--- config.mk ---
export PLATFORM = sky130hd
export DESIGN_NAME = rotx_unit
export DESIGN_NICKNAME = d
export VERILOG_FILES = /design/src/rtl/rotx_pkg.sv /design/src/rtl/rotx_stage.sv /design/src/rtl/rotx_core.sv /design/src/rtl/rotx_outreg.sv /design/src/rtl/rotx_unit.sv
export SDC_FILE = /design/constraint.sdc
export NUM_CORES = 1
export LEC_CHECK = 0
export ABC_AREA = 1
export BUFFER_PORTS_ARGS = -buffer_cell sky130_fd_sc_hd__clkbuf_2
export CAP_MARGIN = 15
export CORE_UTILIZATION = 30
export DETAILED_ROUTE_END_ITERATION = 10
export SYNTH_ARGS = -nofsm -noshare
export SYNTH_HDL_FRONTEND = slang
export SYNTH_SLANG_ARGS = --single-unit
--- constraint.sdc ---
create_clock -name clk -period 2.8 [get_ports clk]
set_input_delay 0.28 -clock clk [delete_from_list [all_inputs] [get_ports clk]]
set_output_delay 0.28 -clock clk [all_outputs]
set_load 0.01 [all_outputs]
--- src/rtl/rotx_pkg.sv ---
// Package: shared widths, control bundle and stage geometry for the
// rotate-with-exchange datapath. Stage geometry is computed, not tabulated.
package rotx_pkg;
    localparam int SRC_W  = 32;
    localparam int WORK_W = 2 * SRC_W;
    localparam int RES_W  = 64;
    localparam int AMT_W  = 5;
    localparam int NSTAGE = AMT_W;

    // Operand control fields travelling with the source word.
    typedef struct packed {
        logic [AMT_W-1:0] pri;
        logic [AMT_W-1:0] alt;
        logic             stripe;
    } rotx_ctl_t;

    // Move distance of stage k: halves from stage to stage.
    function automatic int stage_dist(input int k);
        return 1 << (AMT_W - 1 - k);
    endfunction

    // Highest bit position updated by stage k.
    function automatic int stage_last(input int k);
        return SRC_W - 2 + stage_dist(k);
    endfunction

    // Index bit that selects the amount in stage k; -1 means primary only.
    function automatic int stage_sel_bit(input int k);
        return AMT_W - 2 - k;
    endfunction

    // Amount bit tested by stage k.
    function automatic int stage_amt_bit(input int k);
        return AMT_W - 1 - k;
    endfunction
endpackage

--- src/rtl/rotx_stage.sv ---
// Module: one conditional-move stage. Each position up to LAST selects the
// primary or alternate amount from its own index. With STRIPE_EN it may
// invert that amount, and then it takes din[i+DIST] when bit AMT_BIT is set.
// Assumes LAST + DIST < W. Positions above LAST pass through unchanged.
// Purely combinational; reads only din, never its own output.
module rotx_stage
    import rotx_pkg::*;
#(
    parameter int W         = WORK_W,
    parameter int DIST      = 16,
    parameter int LAST      = 46,
    parameter int SEL_BIT   = 3,
    parameter int AMT_BIT   = 4,
    parameter bit STRIPE_EN = 1'b0
) (
    input  logic [W-1:0] din,
    input  rotx_ctl_t    ctl,
    output logic [W-1:0] dout
);
    for (genvar i = 0; i < W; i++) begin : g_bit
        if (i <= LAST) begin : g_move
            logic [AMT_W-1:0] pick;
            logic [AMT_W-1:0] eff;
            // Amount chosen by the position's index.
            if (SEL_BIT < 0) begin : g_pri_only
                assign pick = ctl.pri;
            end else if (((i >> SEL_BIT) & 1) == 1) begin : g_pri
                assign pick = ctl.pri;
            end else begin : g_alt
                assign pick = ctl.alt;
            end
            // Optional stripe inversion for positions with index bit 2 clear.
            if (STRIPE_EN && (((i >> 2) & 1) == 0)) begin : g_stripe
                assign eff = ctl.stripe ? ~pick : pick;
            end else begin : g_plain
                assign eff = pick;
            end
            // Conditional move from the position DIST above.
            assign dout[i] = eff[AMT_BIT] ? din[i+DIST] : din[i];
        end else begin : g_pass
            assign dout[i] = din[i];
        end
    end
endmodule

--- src/rtl/rotx_core.sv ---
// Module: combinational rotate-with-exchange core. Doubles the source word,
// chains NSTAGE stages of decreasing distance, and sign-extends the low half
// of the last stage. Assumes the package geometry (distances 16..1).
module rotx_core
    import rotx_pkg::*;
(
    input  logic [SRC_W-1:0] src,
    input  rotx_ctl_t        ctl,
    output logic [RES_W-1:0] res
);
    logic [WORK_W-1:0] work [NSTAGE+1];

    // Working value: the source word in both halves.
    assign work[0] = {src, src};

    for (genvar k = 0; k < NSTAGE; k++) begin : g_stage
        rotx_stage #(
            .W         (WORK_W),
            .DIST      (stage_dist(k)),
            .LAST      (stage_last(k)),
            .SEL_BIT   (stage_sel_bit(k)),
            .AMT_BIT   (stage_amt_bit(k)),
            .STRIPE_EN (k == 0)
        ) u_stage (
            .din  (work[k]),
            .ctl  (ctl),
            .dout (work[k+1])
        );
    end

    // Sign-extend the low SRC_W bits of the final stage.
    assign res = {{(RES_W-SRC_W){work[NSTAGE][SRC_W-1]}}, work[NSTAGE][SRC_W-1:0]};
endmodule

--- src/rtl/rotx_outreg.sv ---
// Module: optional output register. With REG=1 the data loads only on vin,
// and vout is vin delayed by one cycle. Both clear on a synchronous
// active-low reset. With REG=0 it is a pass-through.
module rotx_outreg #(
    parameter bit REG = 1'b1,
    parameter int W   = 64
) (
    input  logic         clk,
    input  logic         rst_n,
    input  logic         vin,
    input  logic [W-1:0] din,
    output logic         vout,
    output logic [W-1:0] dout
);
    if (REG) begin : g_reg
        // Valid pipeline flag.
        always_ff @(posedge clk) begin
            if (!rst_n) vout <= 1'b0;
            else        vout <= vin;
        end
        // Data register, loaded on valid only.
        always_ff @(posedge clk) begin
            if (!rst_n)   dout <= '0;
            else if (vin) dout <= din;
        end
    end else begin : g_comb
        assign vout = vin;
        assign dout = din;
    end
endmodule

--- src/rtl/rotx_unit.sv ---
// Module: top of the rotate-with-exchange unit. It bundles the controls,
// runs the combinational core and optionally registers the result
// (OUT_REG). Assumes inputs are stable around the rising edge.
module rotx_unit
    import rotx_pkg::*;
#(
    parameter bit OUT_REG = 1'b1
) (
    input  logic             clk,
    input  logic             rst_n,
    input  logic             in_valid,
    input  logic [31:0]      src,
    input  logic [4:0]       shamt,
    input  logic [4:0]       shamt_alt,
    input  logic             stripe,
    output logic             out_valid,
    output logic [63:0]      result
);
    rotx_ctl_t        ctl;
    logic [RES_W-1:0] core_res;

    // Gather the control fields.
    assign ctl = '{pri: shamt, alt: shamt_alt, stripe: stripe};

    rotx_core u_core (
        .src (src),
        .ctl (ctl),
        .res (core_res)
    );

    rotx_outreg #(.REG(OUT_REG), .W(RES_W)) u_out (
        .clk   (clk),
        .rst_n (rst_n),
        .vin   (in_valid),
        .din   (core_res),
        .vout  (out_valid),
        .dout  (result)
    );
endmodule

# Yosys cells after proc, flatten, opt, wreduce, memory -nomap -nowiden
# Index checks and enable logic that the tools add are counted.
# word_totals
regBits,33
input_bits,46
out_inout_bits,65
word_cells,166
# op_classes
mux,162
n_bitwise,2
# ops
op,count
$mux W1,160
$mux W5,2
$not A5 Y5,2

# Logic depth before layout (Yosys ltp)
# Gate-level depths: netlist (run 1).
# depth
depth_word,7
depth_mapped,10
depth_no_buf,9

# Cells and area by module
# A second synthesis (run 1) with hierarchy kept.
# unflattened
hier_cells,1180
area_unflattened_um2,6562.5
# by_module_without_submodules
mod,n_inst,cells_each,area_per_inst_um2,seq_area_each_um2
rotx_outreg,1,408,2648.8,1301.2
rotx_stage at u_core.g_stage[0].u_stage,1,173,820.8,0.0
rotx_stage at u_core.g_stage[4].u_stage,1,136,734.5,0.0
rotx_stage at u_core.g_stage[2].u_stage,1,142,713.2,0.0
rotx_stage at u_core.g_stage[3].u_stage,1,138,705.7,0.0
rotx_stage at u_core.g_stage[1].u_stage,1,151,699.4,0.0
rotx_core,1,32,240.2,0.0

# Least setup slack after synthesis (run 1)
# Ideal clock, no wire load.
# synth_path
path_kind,register to output
startpoint,"register, netlist name u_out.dout[31]"
endpoint,output result[32]
arrival_time_ns,1.112
t_required_ns,2.520
setup_slack_ns,1.408
path_stages_with_launch,2
n_path_buf,1
cell_sequence,dfxtp_1 > buf_4
# synth_rtl
element,line_no,text
end: declaration,rotx_unit.sv:17,output logic [63:0] result
# No word-level cell between the ends.

# Worst setup path in the final report (run 1)
# layout_path
startpoint,input shamt_alt[3]
endpoint,"register, netlist name u_out.dout[31]"
# layout_via
elab_chain_len,4
elab_cells_between_ends,11
classes_between,11 x mux
# layout_rtl
element,line_no,text
start: declaration,rotx_unit.sv:14,"input logic [4:0] shamt_alt,"
$mux W1 (3 in a row),rotx_stage.sv:39,assign dout[i] = eff[AMT_BIT] ? din[i+DIST] : din[i];
$mux W1 (*),rotx_stage.sv:39,
# Mark *: on every way between the ends. The rest lies on a longest branch, timed or not.
# A chain may end at the register's enable or synchronous reset.

==> results.json, run 1 <==
{
  "routabilityCongestion": 0.9383,
  "ys_types": 13,
  "setup_viol": 0,
  "tightest_slew_ns": 0.9388,
  "ys_seq_elements": 33,
  "synthAdderAreaFrac_pct": 0,
  "drc_errors": 0,
  "p_comb_share_pct": 37.6,
  "place_ws_ns": 0.7586,
  "syn_area_um2": 3213,
  "cts_sinks": 33,
  "p_int_mw": 1.005,
  "peakVddDrop_uv": 208.8,
  "r2r-start": "u_out.dout[31]",
  "crit_fanout": 17,
  "portBuffers": 109,
  "cts_inserted_buffers": 5,
  "cts_tree": "built",
  "cts.path.max_buffers": 2,
  "grt_pass1_wl_mm": 17.39,
  "sequentialPowerShare_pct": 33.4,
  "p_sw_share_pct": 37.22,
  "cts_resized": 0,
  "syn_area_per_cell_um2": 5.697,
  "p_leak_nw": 1.832,
  "grt_max_degree": 35,
  "syn_inst": 564,
  "synth_warnings": 0,
  "diodes": 0,
  "total_power_mw": 1.601,
  "nets": 661,
  "drt_pass1_iterations": 5,
  "dpl.cell_count": 744,
  "rows": 37,
  "clkLatencyLatePin_ns": 0.29,
  "dieArea_um2": 11130,
  "grtUsageTotal_pct": 19.57,
  "setup_tns_ns": 0,
  "cts_root_buffer": "clkbuf_8",
  "criticalPathCategory": "input pin to flip-flop",
  "start_util_pct": 30.98,
  "slew-limit-headroom_pct": 37.34,
  "final.min_clock_period_ns": 1.795,
  "min_from": "rst_n",
  "power_per_cell_area_nw_per_um2": 437.0,
  "fin_cells": 752,
  "slew_violations": 0,
  "synth-main-ff-cell": "dfxtp_1",
  "synth_top_family_by_area": "simple AND/OR/NAND/NOR gates",
  "drive_above_1_share_pct": 20.45,
  "wl_per_cell_um": 14.55,
  "io_pins": 111,
  "fmaxAchievable_mhz": 557.0,
  "rsz0062_at_grt": "no",
  "core_area_um2": 10370,
  "hold_buffers": 0,
  "ys_async_sr_fraction_pct": 0,
  "crit_required_ns": 2.93,
  "routed_via_density": 5.291,
  "endpoint_kind": "flip-flop",
  "antenna_found_initial": 0,
  "worstPathArrival_ns": 1.93,
  "syn_nets": 610,
  "hold_slack_ns": 0.1915,
  "status": "completed",
  "startpoint": "shamt_alt[3]",
  "fin_skew_ns": 0,
  "wl_mm": 10.94,
  "die_h_um": 105.5,
  "p_sw_mw": 0.5961,
  "finalCritPeriodShare_pct": 64.12,
  "start_kind": "input pin",
  "synth-simple-area-share_pct": 55.80,
  "htreeDepth": 2,
  "vias": 3979,
  "finalHoldViolCount": 0,
  "cap_violations": 0,
  "yosys.area_share.xor_xnor_pct": 0,
  "clkTransAtPathRegs_ns": 0.07,
  "die_w_um": 105.5,
  "drt_iter0_drc": 283,
  "grt_pass1_vias": 3606,
  "synth_compound_area_share_pct": 7.477,
  "synth_mux_area_share_pct": 0,
  "worstHoldPathType": "input pin to flip-flop",
  "overflow": 0,
  "clkPwrFrac_pct": 29.0,
  "post_cts_buffers": 0,
  "setup_slack_ns": 1.005,
  "dp_hpwl_mm": 8.733,
  "synth-edff-count": 0,
  "area_growth_syn_to_layout_pct": 14.06,
  "drtAntennaViolNets": 0,
  "ys_seq_area_share_pct": 20.56
}
[path summary, 6_finish.rpt]
check,to,slack [ns],depth (start not counted)
max,u_out.dout[31],1.00,8
max reg2reg,u_out.dout[31],1.58,2
min reg2reg,u_out.dout[26],0.46,2
min,u_out.vout,0.19,3
[placed cells by master, fill, tap and decap left out]
cell type / instances
bufinv_16: 1
clkbuf_1: 1
buf_4: 4
o21ai_0: 16
clkinv_1: 1
inv_1: 25
clkbuf_2: 109
nand3_1: 272
dfxtp_1: 33
nand2_1: 110
a21oi_1: 32
clkbuf_8: 6
inv_2: 3
nand2_2: 3
[layer usage]
| layer | wire length (um) | up-vias | track usage (%) | share of wire, % |
|---|---|---|---|---|
| li1 | - | 2023 | - | - |
| met1 | 5091 | 1821 | 24.98 | 47 |
| met2 | 5116 | 122 | 33.93 | 47 |
| met3 | 548 | 13 | 3.216 | 5.0 |
| met4 | 187 | 0 | 5.357 | 1.7 |
| met5 | 0 | - | 0 | 0 |
[synth_stat cells (3+ instances only)]
cell / n / area share [%]
inv_2: 3 / 0.35
dfxtp_1: 33 / 21
buf_1: 4 / 0.47
o21ai_0: 16 / 2.5
clkbuf_1: 16 / 1.9
nand2_2: 3 / 0.58
a21oi_1: 32 / 5.0
buf_2: 13 / 2.0
buf_4: 36 / 8.4
nand2_1: 110 / 13
nand3_1: 272 / 42
inv_1: 25 / 2.9
[registers in the layout (all words and copies together), names as in the netlist]
register / count
u_out.vout: 1
u_out.dout: 32
[cell families after synthesis]
logic type | count (synthesis)
DFF | 33
buffers and inverters | 98
AOI/OAI and AO/OA | 48
and+or+nand+nor | 385
[critical path: stages]
cell	delay, ns
clkbuf_2	0.29
clkinv_1	0.44
nand3_1	0.24
nand3_1	0.16
nand3_1	0.19
nand3_1	0.10
nand3_1	0.13
a21oi_1	0.08
[through the flow]
step | utilization [%] | cell area, um2
finish | 35.34 | 3665
global route | 35.34 | 3665
CTS | 35.34 | 3665
detailed placement | 34.22 | 3548
global placement | 34.22 | 3548
floorplan | - | 3213
[layout make-up]
class | instances | area (um2)
clock buffers | 7 | 86.33
clock inverters | 1 | 30.03
fillers | 1155 | 6705
inverters | 29 | 108.9
multi-input cells | 433 | 2033
flip-flops and latches | 33 | 660.6
well taps | 136 | 170.2
repair buffers | 113 | 575.6
[power groups by stage]
stage / Sequential, mW / Combinational [mW] / Clock, mW
2_1_floorplan: 0.560 / 0.432 / 0
6_report: 0.534 / 0.603 / 0.465
3_5_place_dp: 0.546 / 0.600 / 0
5_1_grt: 0.540 / 0.674 / 0.496
4_1_cts: 0.536 / 0.602 / 0.476
3_3_place_gp: 0.544 / 0.594 / 0
Power figures use the tool's default switching activity.
==> run 2: changes to the inputs <==
==> constraint.sdc (replaced) <==
create_clock -name clk -period 1.6 [get_ports clk]
set_input_delay 0.16 -clock clk [delete_from_list [all_inputs] [get_ports clk]]
set_output_delay 0.16 -clock clk [all_outputs]
set_load 0.01 [all_outputs]
==> results.json, run 2 (synthesized netlist as in run 1, its figures left out) <==
{
  "status": "completed",
  "wl_mm": 11.17,
  "routabilityCongestion": 0.9168,
  "drt_pass1_iterations": 5,
  "finalHoldViolCount": 0,
  "fin_skew_ns": 0,
  "drtAntennaViolNets": 0,
  "most-common-layout-cells": "nand3_1, nand2_1, clkbuf_2",
  "seqCellArea_um2": 660.6,
  "layout_commonest_cell": "nand3_1",
  "worstPathArrival_ns": 1.56,
  "cap_violations": 0,
  "hold_slack_ns": 0.06991,
  "drt_iter0_drc": 335,
  "grt_pass1_vias": 3826,
  "dpl_cell_area_um2": 3784,
  "regMostFlops": "u_out.dout",
  "fin_cells": 780,
  "cts_resized": 0,
  "diodes": 0,
  "max_stage_delay_ns": 0.21,
  "final.min_clock_period_ns": 1.344,
  "rows": 37,
  "final_cell_area_um2": 3900,
  "nets": 689,
  "crit_chain": "clkbuf_2 -> inv_2 -> nand2_1 -> nand3_1 -> nand3_1 -> nand3_1 -> nand3_1 -> nand3_1 -> nand3_1 -> a21oi_1",
  "rr_worst_depth": 2,
  "portBuffers": 109,
  "area_growth_syn_to_layout_pct": 21.38,
  "slew_violations": 0,
  "crit_required_ns": 1.82,
  "criticalPathCategory": "input pin to flip-flop",
  "cts_tree": "built",
  "endpoint_kind": "flip-flop",
  "worstHoldPathType": "input pin to flip-flop",
  "start_util_pct": 30.98,
  "drc_errors": 0,
  "path_depth": 10,
  "cp_top_family": "simple AND/OR/NAND/NOR gates",
  "dpl.cell_count": 772,
  "die_w_um": 105.5,
  "overflow": 0,
  "post_cts_buffers": 0,
  "antenna_found_initial": 0,
  "setup_tns_ns": 0,
  "largestRegisters": "u_out.dout: 32 flops, u_out.vout: 1 flops",
  "hold_buffers": 0,
  "total_power_mw": 2.881,
  "grt_pass1_wl_mm": 18.11,
  "wl_per_cell_um": 14.32,
  "routed_via_density": 5.349,
  "core_area_um2": 10370,
  "peakVddDrop_uv": 386.9,
  "holdPathStages": 3,
  "place_ws_ns": -0.02281,
  "grt_max_degree": 34,
  "dp_hpwl_mm": 8.978,
  "utilization_pct": 37.61,
  "largest_reg_flops": 32,
  "clkLatencyLatePin_ns": 0.28,
  "fmaxAchievable_mhz": 744.1,
  "die_h_um": 105.5,
  "cts_sinks": 33,
  "io_pins": 111,
  "setup_viol": 0,
  "fillCellCount": 1137,
  "htreeDepth": 2,
  "dieArea_um2": 11130,
  "setup_slack_ns": 0.2561,
  "cpMostUsedCell": "nand3_1",
  "power_per_cell_area_nw_per_um2": 738.6,
  "p_leak_nw": 1.976,
  "rsz0062_at_grt": "no",
  "slew-limit-headroom_pct": 71.74,
  "vias": 4172,
  "cts_root_buffer": "clkbuf_8",
  "start_kind": "input pin",
  "finalCritPeriodShare_pct": 84.00,
  "slowest_stage": "nand2_1",
  "tightest_slew_ns": 0.4212,
  "drive_above_1_share_pct": 23.91,
  "cts.path.max_buffers": 2,
  "crit_fanout": 10,
  "cp_num_buf_inv": 2,
  "multi_input_area_um2": 2033,
  "clkTransAtPathRegs_ns": 0.07,
  "cts_inserted_buffers": 5,
  "grtUsageTotal_pct": 20.09
}
run 2: cell types whose count changed in the layout (fill, tap and decap cells not counted), sizes merged:
cell  previous run  this run
buf              4        32
run 2: final timing paths:
check                                    start        endpoint  slack, ns
worst max register to register  u_out.dout[10]  u_out.dout[10]       0.95
worst max-delay path                  shamt[4]  u_out.dout[11]       0.26
worst min register to register  u_out.dout[28]  u_out.dout[28]       0.46
worst min-delay path                     rst_n      u_out.vout       0.07
run 2: metal layers:
metal / part of all wire, % / GRT usage [%]
met1: 46 / 26.01
met2: 46 / 33.74
met3: 5.8 / 3.649
met4: 2.6 / 6.250
met5: 0 / 0
run 2: where the power goes:
part           total [mW]  switching (mW)  internal (mW)
combinational        1.15           0.721          0.430
clock               0.808           0.300          0.508
sequential          0.921          0.0332          0.888
total                2.88            1.05           1.83
run 2: cell type report:
class	count	area share (%)
multi-input combinational	433	52.13
timing repair buffer	141	20.79
sequential	33	16.94
tap	136	4.363
inverter	29	2.791
clock buffer	7	2.214
clock inverter	1	0.7700
run 2: tightest hold or removal path, stage by stage:
cell	delay (ns)
clkbuf_2	0.09
nand2_1	0.05
inv_1	0.04
==> run 3: changes to the inputs <==
==> constraint.sdc (replaced) <==
create_clock -name clk -period 1.2 [get_ports clk]
set_input_delay 0.12 -clock clk [delete_from_list [all_inputs] [get_ports clk]]
set_output_delay 0.12 -clock clk [all_outputs]
set_load 0.01 [all_outputs]
==> results.json, run 3 (synthesized netlist as in run 1, its figures left out) <==
{
  "slew_violations": 0,
  "crit_required_ns": 1.44,
  "peakVddDrop_uv": 565.4,
  "largest_reg_flops": 32,
  "area_growth_syn_to_layout_pct": 41.82,
  "hold_buffers": 0,
  "htreeDepth": 2,
  "dpl_cell_area_um2": 3899,
  "cp_top_family": "simple AND/OR/NAND/NOR gates",
  "top_usage_layer": "met2",
  "dp_hpwl_mm": 9.464,
  "final_cell_area_um2": 4557,
  "finalCritPeriodShare_pct": 97.52,
  "cap_violations": 0,
  "cts.path.max_buffers": 2,
  "drive_above_1_share_pct": 40.99,
  "multi_input_area_um2": 2547,
  "setup_viol": 0,
  "slew-limit-headroom_pct": 79.13,
  "use_met2_pct": 36.18,
  "endpoint_kind": "flip-flop",
  "p_leak_nw": 2.247,
  "die_h_um": 105.5,
  "max_stage_delay_ns": 0.16,
  "start_kind": "input pin",
  "vias": 4272,
  "die_w_um": 105.5,
  "cts_inserted_buffers": 5,
  "fin_skew_ns": 0,
  "post_cts_buffers": 0,
  "layout_commonest_cell": "nand3_1",
  "grt_pass1_wl_mm": 19.02,
  "rows": 37,
  "criticalPathCategory": "input pin to flip-flop",
  "cts_root_buffer": "clkbuf_8",
  "largestRegisters": "u_out.dout: 32 flops, u_out.vout: 1 flops",
  "place_ws_ns": -0.3550,
  "antenna_found_initial": 0,
  "drt_pass1_iterations": 5,
  "portBuffers": 109,
  "drc_errors": 0,
  "diodes": 0,
  "power_per_cell_area_nw_per_um2": 908.1,
  "overflow": 0,
  "finalHoldViolCount": 0,
  "drt_iter0_drc": 283,
  "slowest_stage": "buf_8",
  "crit_fanout": 9,
  "drtAntennaViolNets": 0,
  "worstHoldPathType": "input pin to flip-flop",
  "most-common-layout-cells": "nand3_1, clkbuf_2, nand2_1",
  "clkLatencyLatePin_ns": 0.30,
  "rsz0062_at_grt": "yes",
  "cp_num_buf_inv": 2,
  "routabilityCongestion": 1.002,
  "start_util_pct": 30.98,
  "status": "completed",
  "routed_via_density": 5.442,
  "total_power_mw": 4.138,
  "nets": 694,
  "cts_tree": "built",
  "crit_chain": "clkbuf_2 -> buf_8 -> nand2_4 -> nand3_1 -> nand3_1 -> nand3_1 -> nand3_1 -> nand3_1 -> nand3_2 -> a21oi_2",
  "seqCellArea_um2": 664.4,
  "worstPathArrival_ns": 1.41,
  "final.min_clock_period_ns": 1.170,
  "fillCellCount": 1110,
  "cpMostUsedCell": "nand3_1",
  "utilization_pct": 43.94,
  "grt_max_degree": 35,
  "core_area_um2": 10370,
  "regMostFlops": "u_out.dout",
  "fmaxAchievable_mhz": 854.5,
  "met1_usage_pct": 28.04,
  "io_pins": 111,
  "wl_per_cell_um": 15.89,
  "wl_mm": 12.47,
  "setup_tns_ns": 0,
  "clkTransAtPathRegs_ns": 0.08,
  "dieArea_um2": 11130,
  "grt_pass1_vias": 3806,
  "setup_slack_ns": 0.02970,
  "cts_sinks": 33,
  "grtUsageTotal_pct": 21.42,
  "grt_use_met3_pct": 3.216,
  "tightest_slew_ns": 0.3126
}
-- run 3: cell types whose count changed in the layout (fill, tap and decap cells not counted), moves of 2 or more --
cell	delta
a21oi_1	-6
a21oi_2	+6
buf_12	+6
clkbuf_2	-2
inv_2	-2
inv_4	+2
nand2_1	-11
nand2_2	+3
nand2_4	+8
nand3_1	-81
nand3_2	+81
o21ai_0	-14
o21ai_1	+9
o21ai_2	+5
-- run 3: what timing repair did --
| action | in CTS | in global routing |
|---|---|---|
| setup endpoints to repair | 44 | 32 |
| pin swaps | 0 | 4 |
| resized for setup | 7 | 132 |
-- run 3: per-layer routing --
layer  vias up  wire [um]
li1       2097          -
met1      1984       5575
met2       162       5830
met3        29        651
met4         0        413
met5         -          0
-- run 3: final timing paths --
kind / start / to / slack, ns / cells past startpoint
setup / recovery: shamt_alt[4] / u_out.dout[1] / 0.03 / 10
hold / removal: rst_n / u_out.vout / 0.03 / 3
setup reg to reg: u_out.dout[31] / u_out.dout[31] / 0.39 / 2
hold reg to reg: u_out.dout[27] / u_out.dout[27] / 0.46 / 2
-- run 3: layout make-up --
class / count / area share (%)
multi-input cells: 433 / 55.90
repair buffers: 146 / 20.62
flip-flops and latches: 33 / 14.58
well taps: 136 / 3.734
inverters: 29 / 2.636
clock buffers: 5 / 1.510
clock inverters: 3 / 1.016
-- run 3: report_power, final --
part	total, mW	switching [mW]	internal, mW
registers	1.25	0.0650	1.18
logic	1.81	1.11	0.695
clock network	1.08	0.462	0.622
total	4.14	1.64	2.50
-- run 3: worst register-to-register path, delay by kind of cell (launching register included) --
kind	cells	cell delay, ns
DFF	1	0.53
AOI/OAI and AO/OA	1	0.13
and+or+nand+nor	1	0.09
-- run 3: per-stage QoR --
step | cells | hold slack (ns)
detailed placement | 777 | 0.3298
global placement | 777 | 0.3311
global route | 785 | 0.05138
CTS | 785 | 0.02586
floorplan | 564 | 0.2176
finish | 785 | 0.03178
